--- src/rtl/dres_pkg.sv ---
package dres_pkg;

    localparam int DEF_WORD_W      = 12;
    localparam int DEF_CONV_CYCLES = 20;
    localparam int NUM_LANES       = 2;
    localparam int NUM_PINS        = 3;

    // sampled pin order inside the sampler
    localparam int PIN_CONV = 0;
    localparam int PIN_CS   = 1;
    localparam int PIN_SCLK = 2;

    typedef struct packed {
        logic conv_fall;
        logic cs_fall;
        logic cs_low;
        logic sclk_fall;
    } pin_evt_t;

    typedef enum logic {
        CONV_IDLE,
        CONV_RUN
    } conv_state_e;

endpackage

--- src/rtl/pin_sampler.sv ---
module pin_sampler
    import dres_pkg::*;
(
    input  logic     clk,
    input  logic     rst,
    input  logic     conv_start_n,
    input  logic     cs_n,
    input  logic     sclk,
    output pin_evt_t evt
);

    logic [NUM_PINS-1:0] pins;
    logic [NUM_PINS-1:0] cur_q;
    logic [NUM_PINS-1:0] prev_q;
    logic [NUM_PINS-1:0] fall;

    assign pins[PIN_CONV] = conv_start_n;
    assign pins[PIN_CS]   = cs_n;
    assign pins[PIN_SCLK] = sclk;

    always_ff @(posedge clk) begin
        if (rst) begin
            cur_q  <= '1;
            prev_q <= '1;
        end else begin
            cur_q  <= pins;
            prev_q <= cur_q;
        end
    end

    for (genvar p = 0; p < NUM_PINS; p++) begin : g_edge
        assign fall[p] = prev_q[p] & ~cur_q[p];
    end

    assign evt.conv_fall = fall[PIN_CONV];
    assign evt.cs_fall   = fall[PIN_CS];
    assign evt.cs_low    = ~cur_q[PIN_CS];
    assign evt.sclk_fall = fall[PIN_SCLK];

endmodule

--- src/rtl/conv_timer.sv ---
module conv_timer
    import dres_pkg::*;
#(
    parameter int WORD_W      = DEF_WORD_W,
    parameter int CONV_CYCLES = DEF_CONV_CYCLES
) (
    input  logic              clk,
    input  logic              rst,
    input  logic              start_fall,
    input  logic [WORD_W-1:0] in_a,
    input  logic [WORD_W-1:0] in_b,
    output logic              busy,
    output logic              load,
    output logic [WORD_W-1:0] word_a,
    output logic [WORD_W-1:0] word_b
);

    localparam int CNT_W = $clog2(CONV_CYCLES + 1);

    conv_state_e      state;
    logic [CNT_W-1:0] remain;

    always_ff @(posedge clk) begin
        if (rst) begin
            state  <= CONV_IDLE;
            remain <= '0;
            load   <= 1'b0;
            word_a <= '0;
            word_b <= '0;
        end else begin
            load <= 1'b0;
            case (state)
                CONV_IDLE: begin
                    if (start_fall) begin
                        state  <= CONV_RUN;
                        remain <= CNT_W'(CONV_CYCLES - 1);
                    end
                end
                CONV_RUN: begin
                    if (remain == '0) begin
                        state  <= CONV_IDLE;
                        word_a <= in_a;
                        word_b <= in_b;
                        load   <= 1'b1;
                    end else begin
                        remain <= remain - 1'b1;
                    end
                end
                default: state <= CONV_IDLE;
            endcase
        end
    end

    assign busy = (state == CONV_RUN);


    busy_hold_chk: assert property (@(posedge clk) disable iff (rst)
        (busy && remain != '0) |=> busy);


    restart_ignored_chk: assert property (@(posedge clk) disable iff (rst)
        (busy && start_fall && remain != '0) |=> (busy && remain == $past(remain) - 1'b1));


    words_held_chk: assert property (@(posedge clk) disable iff (rst)
        !load |-> ($stable(word_a) && $stable(word_b)));

endmodule

--- src/rtl/bit_sequencer.sv ---
module bit_sequencer
    import dres_pkg::*;
#(
    parameter int WORD_W = DEF_WORD_W
) (
    input  logic                 clk,
    input  logic                 rst,
    input  pin_evt_t             evt,
    input  logic                 busy,
    input  logic                 load,
    input  logic [WORD_W-1:0]    word_a,
    input  logic [WORD_W-1:0]    word_b,
    output logic [NUM_LANES-1:0] dout,
    output logic [NUM_LANES-1:0] dout_en
);

    localparam int STREAM_W = 2 * WORD_W;
    localparam int IDX_W    = $clog2(STREAM_W);
    localparam logic [IDX_W-1:0] LAST_IDX = IDX_W'(STREAM_W - 1);

    logic [IDX_W-1:0] idx;
    logic [IDX_W-1:0] sel;
    logic             advance;

    assign advance = evt.cs_low && evt.sclk_fall && !busy && (idx != LAST_IDX);

    always_ff @(posedge clk) begin
        if (rst) begin
            idx <= '0;
        end else if (load || evt.cs_fall) begin
            idx <= '0;
        end else if (advance) begin
            idx <= idx + 1'b1;
        end
    end

    assign sel = LAST_IDX - idx;

    for (genvar l = 0; l < NUM_LANES; l++) begin : g_lane
        logic [STREAM_W-1:0] stream;
        if (l == 0) begin : g_own_a
            assign stream = {word_a, word_b};
        end else begin : g_own_b
            assign stream = {word_b, word_a};
        end
        assign dout[l]    = stream[sel];
        assign dout_en[l] = evt.cs_low;
    end


    cs_fall_restart_chk: assert property (@(posedge clk) disable iff (rst)
        evt.cs_fall |=> (idx == '0));


    step_chk: assert property (@(posedge clk) disable iff (rst)
        (evt.cs_low && evt.sclk_fall && !evt.cs_fall && !busy && !load && idx != LAST_IDX)
            |=> (idx == $past(idx) + 1'b1));


    last_bit_hold_chk: assert property (@(posedge clk) disable iff (rst)
        (idx == LAST_IDX && !evt.cs_fall && !load) |=> (idx == LAST_IDX));


    busy_freeze_chk: assert property (@(posedge clk) disable iff (rst)
        (busy && !evt.cs_fall && !load) |=> $stable(idx));

endmodule

--- src/rtl/dual_result_shifter.sv ---
module dual_result_shifter
    import dres_pkg::*;
#(
    parameter int WORD_W      = DEF_WORD_W,
    parameter int CONV_CYCLES = DEF_CONV_CYCLES
) (
    input  logic              clk,
    input  logic              rst,
    input  logic              conv_start_n,
    input  logic              cs_n,
    input  logic              sclk,
    input  logic [WORD_W-1:0] res_a,
    input  logic [WORD_W-1:0] res_b,
    output logic              busy,
    output logic              dout_a,
    output logic              dout_a_en,
    output logic              dout_b,
    output logic              dout_b_en
);

    pin_evt_t              evt;
    logic                  load;
    logic [WORD_W-1:0]     word_a;
    logic [WORD_W-1:0]     word_b;
    logic [NUM_LANES-1:0]  dout;
    logic [NUM_LANES-1:0]  dout_en;

    pin_sampler u_sampler (
        .clk          (clk),
        .rst          (rst),
        .conv_start_n (conv_start_n),
        .cs_n         (cs_n),
        .sclk         (sclk),
        .evt          (evt)
    );

    conv_timer #(
        .WORD_W      (WORD_W),
        .CONV_CYCLES (CONV_CYCLES)
    ) u_timer (
        .clk        (clk),
        .rst        (rst),
        .start_fall (evt.conv_fall),
        .in_a       (res_a),
        .in_b       (res_b),
        .busy       (busy),
        .load       (load),
        .word_a     (word_a),
        .word_b     (word_b)
    );

    bit_sequencer #(
        .WORD_W (WORD_W)
    ) u_seq (
        .clk     (clk),
        .rst     (rst),
        .evt     (evt),
        .busy    (busy),
        .load    (load),
        .word_a  (word_a),
        .word_b  (word_b),
        .dout    (dout),
        .dout_en (dout_en)
    );

    assign dout_a    = dout[0];
    assign dout_b    = dout[1];
    assign dout_a_en = dout_en[0];
    assign dout_b_en = dout_en[1];


    enable_on_select_chk: assert property (@(posedge clk) disable iff (rst)
        evt.cs_fall |-> (dout_a_en && dout_b_en));


    release_on_deselect_chk: assert property (@(posedge clk) disable iff (rst)
        !evt.cs_low |-> (!dout_a_en && !dout_b_en));

endmodule

--- config.mk ---
export PLATFORM = sky130hd
export DESIGN_NAME = dual_result_shifter
export DESIGN_NICKNAME = d
export VERILOG_FILES = /design/src/rtl/dres_pkg.sv /design/src/rtl/pin_sampler.sv /design/src/rtl/conv_timer.sv /design/src/rtl/bit_sequencer.sv /design/src/rtl/dual_result_shifter.sv
export SDC_FILE = /design/constraint.sdc
export NUM_CORES = 1
export LEC_CHECK = 0
export ABC_CLOCK_PERIOD_IN_PS = 4950
export BUFFER_PORTS_ARGS = -buffer_cell sky130_fd_sc_hd__buf_2
export CAP_MARGIN = 5
export CORE_MARGIN = 2
export CORE_UTILIZATION = 59
export DETAILED_ROUTE_END_ITERATION = 8
export PLACE_DENSITY = 0.85
export SLEW_MARGIN = 20
export SYNTH_ARGS = -nofsm -noshare
export SYNTH_HDL_FRONTEND = slang
export SYNTH_HIERARCHICAL = 1
export SYNTH_SLANG_ARGS = --single-unit
--- constraint.sdc ---
create_clock -name clk -period 4.95 [get_ports clk]
set_clock_uncertainty 0.2 [all_clocks]
set_input_delay 0.2475 -clock clk [delete_from_list [all_inputs] [get_ports clk]]
set_output_delay 0.2475 -clock clk [all_outputs]
set_load 0.01 [all_outputs]
* Word level (Yosys, flattened, before mapping) *
Cells that the tools add are included.
Widths: inputs -> output; s select.

storage, ports and cells
  flip-flop bits (word level) = 42

cells by class
  $add $sub $neg = 3
  eq/ne operators = 3
  bitwise operators = 7
  multiplexer cells = 11
  reductions and logical operators = 10
  order comparisons = 1

operators by type and width
  operator             number
  $bmux 1 s5           2
  $mux 5               2
  $pmux 5 s2           1
  $lt 5x6->1 const B   1
  $add 5x1->5 const B  1
  $logic_not 5->1      1
  $mux 1               5
  $ne 5x5->1 const B   1
  $sub 5x1->5 const B  1
  $sub 5x5->5 const A  1
  $not 1->1            4
  $reduce_and 2->1     2
  $reduce_or 2->1      2
  $and 1x1->1          3
  $logic_and 1x1->1    3
  $ne 2x1->1 const B   1
  $ne 2x2->1 const B   1
  $pmux 1 s2           1
  $logic_not 1->1      1
  $logic_or 1x1->1     1

* Logic depth before layout (Yosys ltp) *
  depth in word-level cells = 5
  gate-level depth with buffers = 7
  mapped depth without buffers = 6

* By module *
Netlist, hierarchy kept.

modules (own cells, without submodules)
  module         area an instance (µm²)  times used  cells each  seq. area each (µm²)
  conv_timer     1397.6                  1           139         620.6
  bit_sequencer  636.9                   1           66          100.1
  pin_sampler    180.2                   1           16          120.1

* Worst setup path after synthesis *
OpenSTA, ideal clock, no wires.

  path type = register to output
  start point = reg u_seq.idx[0]
  end point = out dout_b
  stages on the path, launching flop included = 6
  data required time = 4.503 ns
  arrival = 1.614 ns
  path slack = 2.888 ns
  cells stage by stage = dfxtp_1 -> buf_6 -> mux4_2 -> o211ai_2 -> o41ai_1 -> or3_1

between the ends
  word-level cells in the longest chain between the ends = 3

ends and longest elaborated chain
  what                          RTL line                   source
  start, declared               bit_sequencer.sv:21        logic [IDX_W-1:0] idx;
  start signal, assigned        bit_sequencer.sv:33        idx <= idx + 1'b1;
  $sub 5x5->5                   bit_sequencer.sv:37        assign sel = LAST_IDX - idx;
  $bmux 1 s5                    bit_sequencer.sv:46        assign dout[l] = stream[sel];
  $mux 1 (implied by the code)  bit_sequencer.sv:46
  end, declared                 dual_result_shifter.sv:17  output logic dout_b,

Every way passes these cells. The select of a mux whose other input is x is not followed.

* Worst setup path after layout *
Same ends and word-level chain as after synthesis.

==> report_table.html <==
<table>
<tr><th>Metric</th><th>Value</th></tr>
<tr><th colspan="2">Status</th></tr>
<tr><td>Run status</td><td>completed</td></tr>
<tr><th colspan="2">Final layout</th></tr>
<tr><td>Commonest cells after routing, fill and taps aside</td><td>sky130_fd_sc_hd__nand2b_1 (48), sky130_fd_sc_hd__dfxtp_1 (42), sky130_fd_sc_hd__mux2i_1 (35), sky130_fd_sc_hd__buf_2 (33), sky130_fd_sc_hd__nor2_1 (10)</td></tr>
<tr><td>Share of layout cells above drive strength 1</td><td>20.2%</td></tr>
<tr><td>Final Net Count</td><td>284</td></tr>
<tr><td>Post-route cell area</td><td>2500 sq um</td></tr>
<tr><td>Most frequent standard cell in the layout excluding fill and tap cells</td><td>sky130_fd_sc_hd__nand2b_1</td></tr>
<tr><td>Diodes inserted</td><td>0</td></tr>
<tr><td>Area Overhead vs Synth</td><td>12.9%</td></tr>
<tr><td>Non-Filler Instances</td><td>301</td></tr>
<tr><td>Total of fill cells in the finished design</td><td>301</td></tr>
<tr><td>Area occupied by registers</td><td>841 sq um</td></tr>
<tr><td>Area used by multi-input combinational logic</td><td>1260 sq um</td></tr>
<tr><th colspan="2">Yosys</th></tr>
<tr><td>Average cell area after synthesis</td><td>10.0 sq um</td></tr>
<tr><td>Post-Synthesis Net Count</td><td>253</td></tr>
<tr><td>Ys Warns</td><td>6</td></tr>
<tr><td>Most instantiated flip-flop cell in the synthesis netlist</td><td>sky130_fd_sc_hd__dfxtp_1</td></tr>
<tr><td>Number of enable flip-flop cells after synthesis</td><td>0</td></tr>
<tr><td>FFs w/ async S/R, synth</td><td>0%</td></tr>
<tr><td>Netlist area before placement</td><td>2210 sq um</td></tr>
<tr><td>Instance count of the mapped netlist</td><td>221</td></tr>
<tr><td>Number of storage elements in the synthesis netlist</td><td>42</td></tr>
<tr><td>Distinct cells, synth</td><td>39</td></tr>
<tr><td>Sequential area share after synthesis</td><td>38.0%</td></tr>
<tr><th colspan="2">Flow run</th></tr>
<tr><td>Number of maximum-capacitance constraint violations</td><td>0</td></tr>
<tr><th colspan="2">Placement</th></tr>
<tr><td>Post-placement setup slack</td><td>2.49 ns</td></tr>
<tr><td>Port buffer count</td><td>33</td></tr>
<tr><td>Total placed instance area</td><td>2350 sq um</td></tr>
<tr><td>DP HPWL</td><td>2630 microns</td></tr>
<tr><td>Dpl cells</td><td>287</td></tr>
<tr><td>Routability congestion estimate from global placement</td><td>0.859</td></tr>
<tr><th colspan="2">STA</th></tr>
<tr><td>Transition time at the pin with the least slew margin</td><td>0.887 ns</td></tr>
<tr><td>Final clock period utilization by the worst path</td><td>56.9%</td></tr>
<tr><td>Worst relative slew slack</td><td>40.8%</td></tr>
<tr><td>Max Fclk</td><td>355 MHz</td></tr>
<tr><td>Final setup vio count</td><td>0</td></tr>
<tr><td>Fin crit period</td><td>2.81 ns</td></tr>
<tr><td>Setup repair after global routing missed its margin</td><td>no</td></tr>
<tr><td>Final number of max-transition violations</td><td>0</td></tr>
<tr><td>Setup Total Neg Slack</td><td>0 ns</td></tr>
<tr><td>Final hold viol count</td><td>0</td></tr>
<tr><td>Crit path setup slack, layout</td><td>2.14 ns</td></tr>
<tr><th colspan="2">Setup path</th></tr>
<tr><td>Required time at the worst-slack endpoint</td><td>4.50 ns</td></tr>
<tr><td>Category of the critical setup timing path</td><td>flip-flop to primary output</td></tr>
<tr><td>Maximum fanout along the worst path</td><td>11</td></tr>
<tr><td>Worst Setup End Kind</td><td>primary output</td></tr>
<tr><td>Endpoint arrival time on the critical path</td><td>2.37 ns</td></tr>
<tr><td>Critical Path Start Type</td><td>flip-flop</td></tr>
<tr><td>Count of cells along the worst register-to-register path</td><td>5</td></tr>
<tr><th colspan="2">Die</th></tr>
<tr><td>Row Count</td><td>22</td></tr>
<tr><td>Starting Density</td><td>61.0%</td></tr>
<tr><td>Area of the core</td><td>3630 sq um</td></tr>
<tr><td>Die Outline Area</td><td>4260 sq um</td></tr>
<tr><td>Ports placed on the boundary</td><td>34</td></tr>
<tr><td>Height of the die</td><td>65.3 microns</td></tr>
<tr><td>X dimension of the die</td><td>65.3 microns</td></tr>
<tr><th colspan="2">Global routing</th></tr>
<tr><td>GR Util All Layers</td><td>20.3%</td></tr>
<tr><td>Maximum number of pins on one net before global-route repair</td><td>63</td></tr>
<tr><td>Wire length of the first global-routing pass</td><td>6660 microns</td></tr>
<tr><td>Number of global-route vias before repair</td><td>1493</td></tr>
<tr><td>Leftover overflow at the end of global routing</td><td>0</td></tr>
<tr><td>Number of antenna violations at the first check in global routing</td><td>0</td></tr>
<tr><th colspan="2">Power and ir drop</th></tr>
<tr><td>Power density over cell area</td><td>275 nW/um^2</td></tr>
<tr><td>Maximum ir drop on the vdd rail</td><td>173 uV</td></tr>
<tr><td>Leakage component of the power</td><td>0.905 nW</td></tr>
<tr><th colspan="2">Detailed routing</th></tr>
<tr><td>Residual DRC</td><td>0</td></tr>
<tr><td>Detailed-route vias per instance</td><td>5.33</td></tr>
<tr><td>DR vias</td><td>1604</td></tr>
<tr><td>DRT antenna net count</td><td>0</td></tr>
<tr><td>Starting DRC count in detailed routing</td><td>97</td></tr>
<tr><td>Detailed-route wire length</td><td>3880 microns</td></tr>
<tr><td>Detailed-routing iteration count for the pre-antenna-repair pass</td><td>4</td></tr>
<tr><td>Post-detailed-route wirelength per cell</td><td>12.9 microns</td></tr>
<tr><th colspan="2">Clocking</th></tr>
<tr><td>Clock network latency to the later pin of the worst-skew pair</td><td>0.30 ns</td></tr>
<tr><td>Number of clock sinks</td><td>42</td></tr>
<tr><td>Buffers from clock root to sink, at most</td><td>2</td></tr>
<tr><td>Clock root buffer</td><td>sky130_fd_sc_hd__clkbuf_8</td></tr>
<tr><td>Num CTS Buffers</td><td>5</td></tr>
<tr><td>Total number of H-tree levels</td><td>2</td></tr>
<tr><td>CTS tree</td><td>built</td></tr>
<tr><td>Clock edge transition at the registers on the reported setup and hold paths</td><td>0.09 ns</td></tr>
<tr><th colspan="2">Worst hold path</th></tr>
<tr><td>Hold Path Stages</td><td>3</td></tr>
<tr><td>Worst Hold Class</td><td>input pin to flip-flop</td></tr>
</table>
## flip-flops by register name, indices dropped and copies added, names as in the netlist
signal,count
u_sampler/cur_q,3
u_timer/remain,5
u_timer/load,1
u_timer/busy,1
u_timer/word_b,12
u_seq/idx,5
u_sampler/prev_q,3
u_timer/word_a,12
## worst max-delay path: stages (launching register included)
cell and delay (ns):
sky130_fd_sc_hd__dfxtp_1 0.69, sky130_fd_sc_hd__mux4_2 0.61, sky130_fd_sc_hd__o211ai_2 0.16, sky130_fd_sc_hd__o41ai_1 0.09
sky130_fd_sc_hd__or3_1 0.37, sky130_fd_sc_hd__buf_2 0.15
## path summary, 6_finish.rpt
path | startpoint | end | slack (ns)
max | u_seq/idx[0] | dout_b | 2.14
min | res_b[1] | u_timer/word_b[1] | 0.002
max reg2reg | u_timer/remain[0] | u_timer/word_b[3] | 2.80
min reg2reg | u_sampler/cur_q[2] | u_sampler/prev_q[2] | 0.24
## cell usage after synthesis, drive strengths merged, types with 2 or more instances
| cell type | count | area (sq um) |
|---|---|---|
| nand2b | 48 | 300 |
| dfxtp | 42 | 841 |
| mux2i | 35 | 350 |
| nor2 | 11 | 48.8 |
| buf | 8 | 66.3 |
| clkbuf | 7 | 27.5 |
| inv | 6 | 22.5 |
| mux4 | 6 | 139 |
| nor3 | 6 | 30.0 |
| or2 | 6 | 37.5 |
| a21oi | 4 | 20.0 |
| nand2 | 4 | 15.0 |
| nor2b | 4 | 25.0 |
| o21ai | 4 | 20.0 |
| xnor2 | 4 | 35.0 |
| ha | 3 | 37.5 |
| or3 | 3 | 18.8 |
| nand3 | 2 | 10.0 |
| nand3b | 2 | 15.0 |
| nor3b | 2 | 15.0 |
## area by class of cell
cell class                      instances  share of cell area (%)
Multi-Input combinational cell        158                    50.3
Sequential cell                        42                    33.6
Timing Repair Buffer                   39                    9.01
Clock buffer                            5                    2.75
Tap cell                               48                    2.40
Clock inverter                          3                    1.00
Inverter                                6                   0.901
## repair_timing
action	4_1_cts	5_1_grt
resized for setup	0	0
endpoints found under the hold margin	6	0
hold buffers	6	0
buffers inserted	0	0
## routing by layer
metal / wire (microns) / track usage [%] / up-vias / part of all wire (%)
met2: 1800 / 31.6 / 42 / 46
met4: 36 / 7.55 / 0 / 0.93
li1: - / - / 822 / -
met1: 1870 / 26.5 / 736 / 48
met3: 172 / 6.34 / 4 / 4.4
met5: 0 / 0 / - / 0
## where the power goes
group	leakage [nW]	internal [mW]	switching, mW
Sequential	0.342	0.355	0.0143
Clock	0.0447	0.102	0.123
Combinational	0.518	0.0511	0.0422
Total	0.905	0.508	0.179
## through the flow
stage | total power, mW | hold slack, ns | utilization, %
2_1_floorplan | 0.443 | 0.145 | -
3_3_place_gp | 0.464 | 0.219 | 64.6
3_5_place_dp | 0.467 | 0.225 | 64.6
4_1_cts | 0.693 | 0.00310 | 68.8
5_1_grt | 0.724 | 0.00163 | 68.8
6_report | 0.687 | 0.00201 | 68.8
## logic make-up (layout without fill, tap and decap cells)
group,count (synthesis),in the layout,share of synthesized area (%)
AND/OR/NAND/NOR,93,93,25.8
multiplexers,42,42,22.6
flip-flops,42,42,38.0
buffers and inverters,21,53,5.25
AO/OA/AOI/OAI,16,16,5.14
XOR/XNOR,4,4,1.58
adder cells (fa/ha/maj),3,3,1.70
No activity file was read; power rests on OpenSTA's default activity.
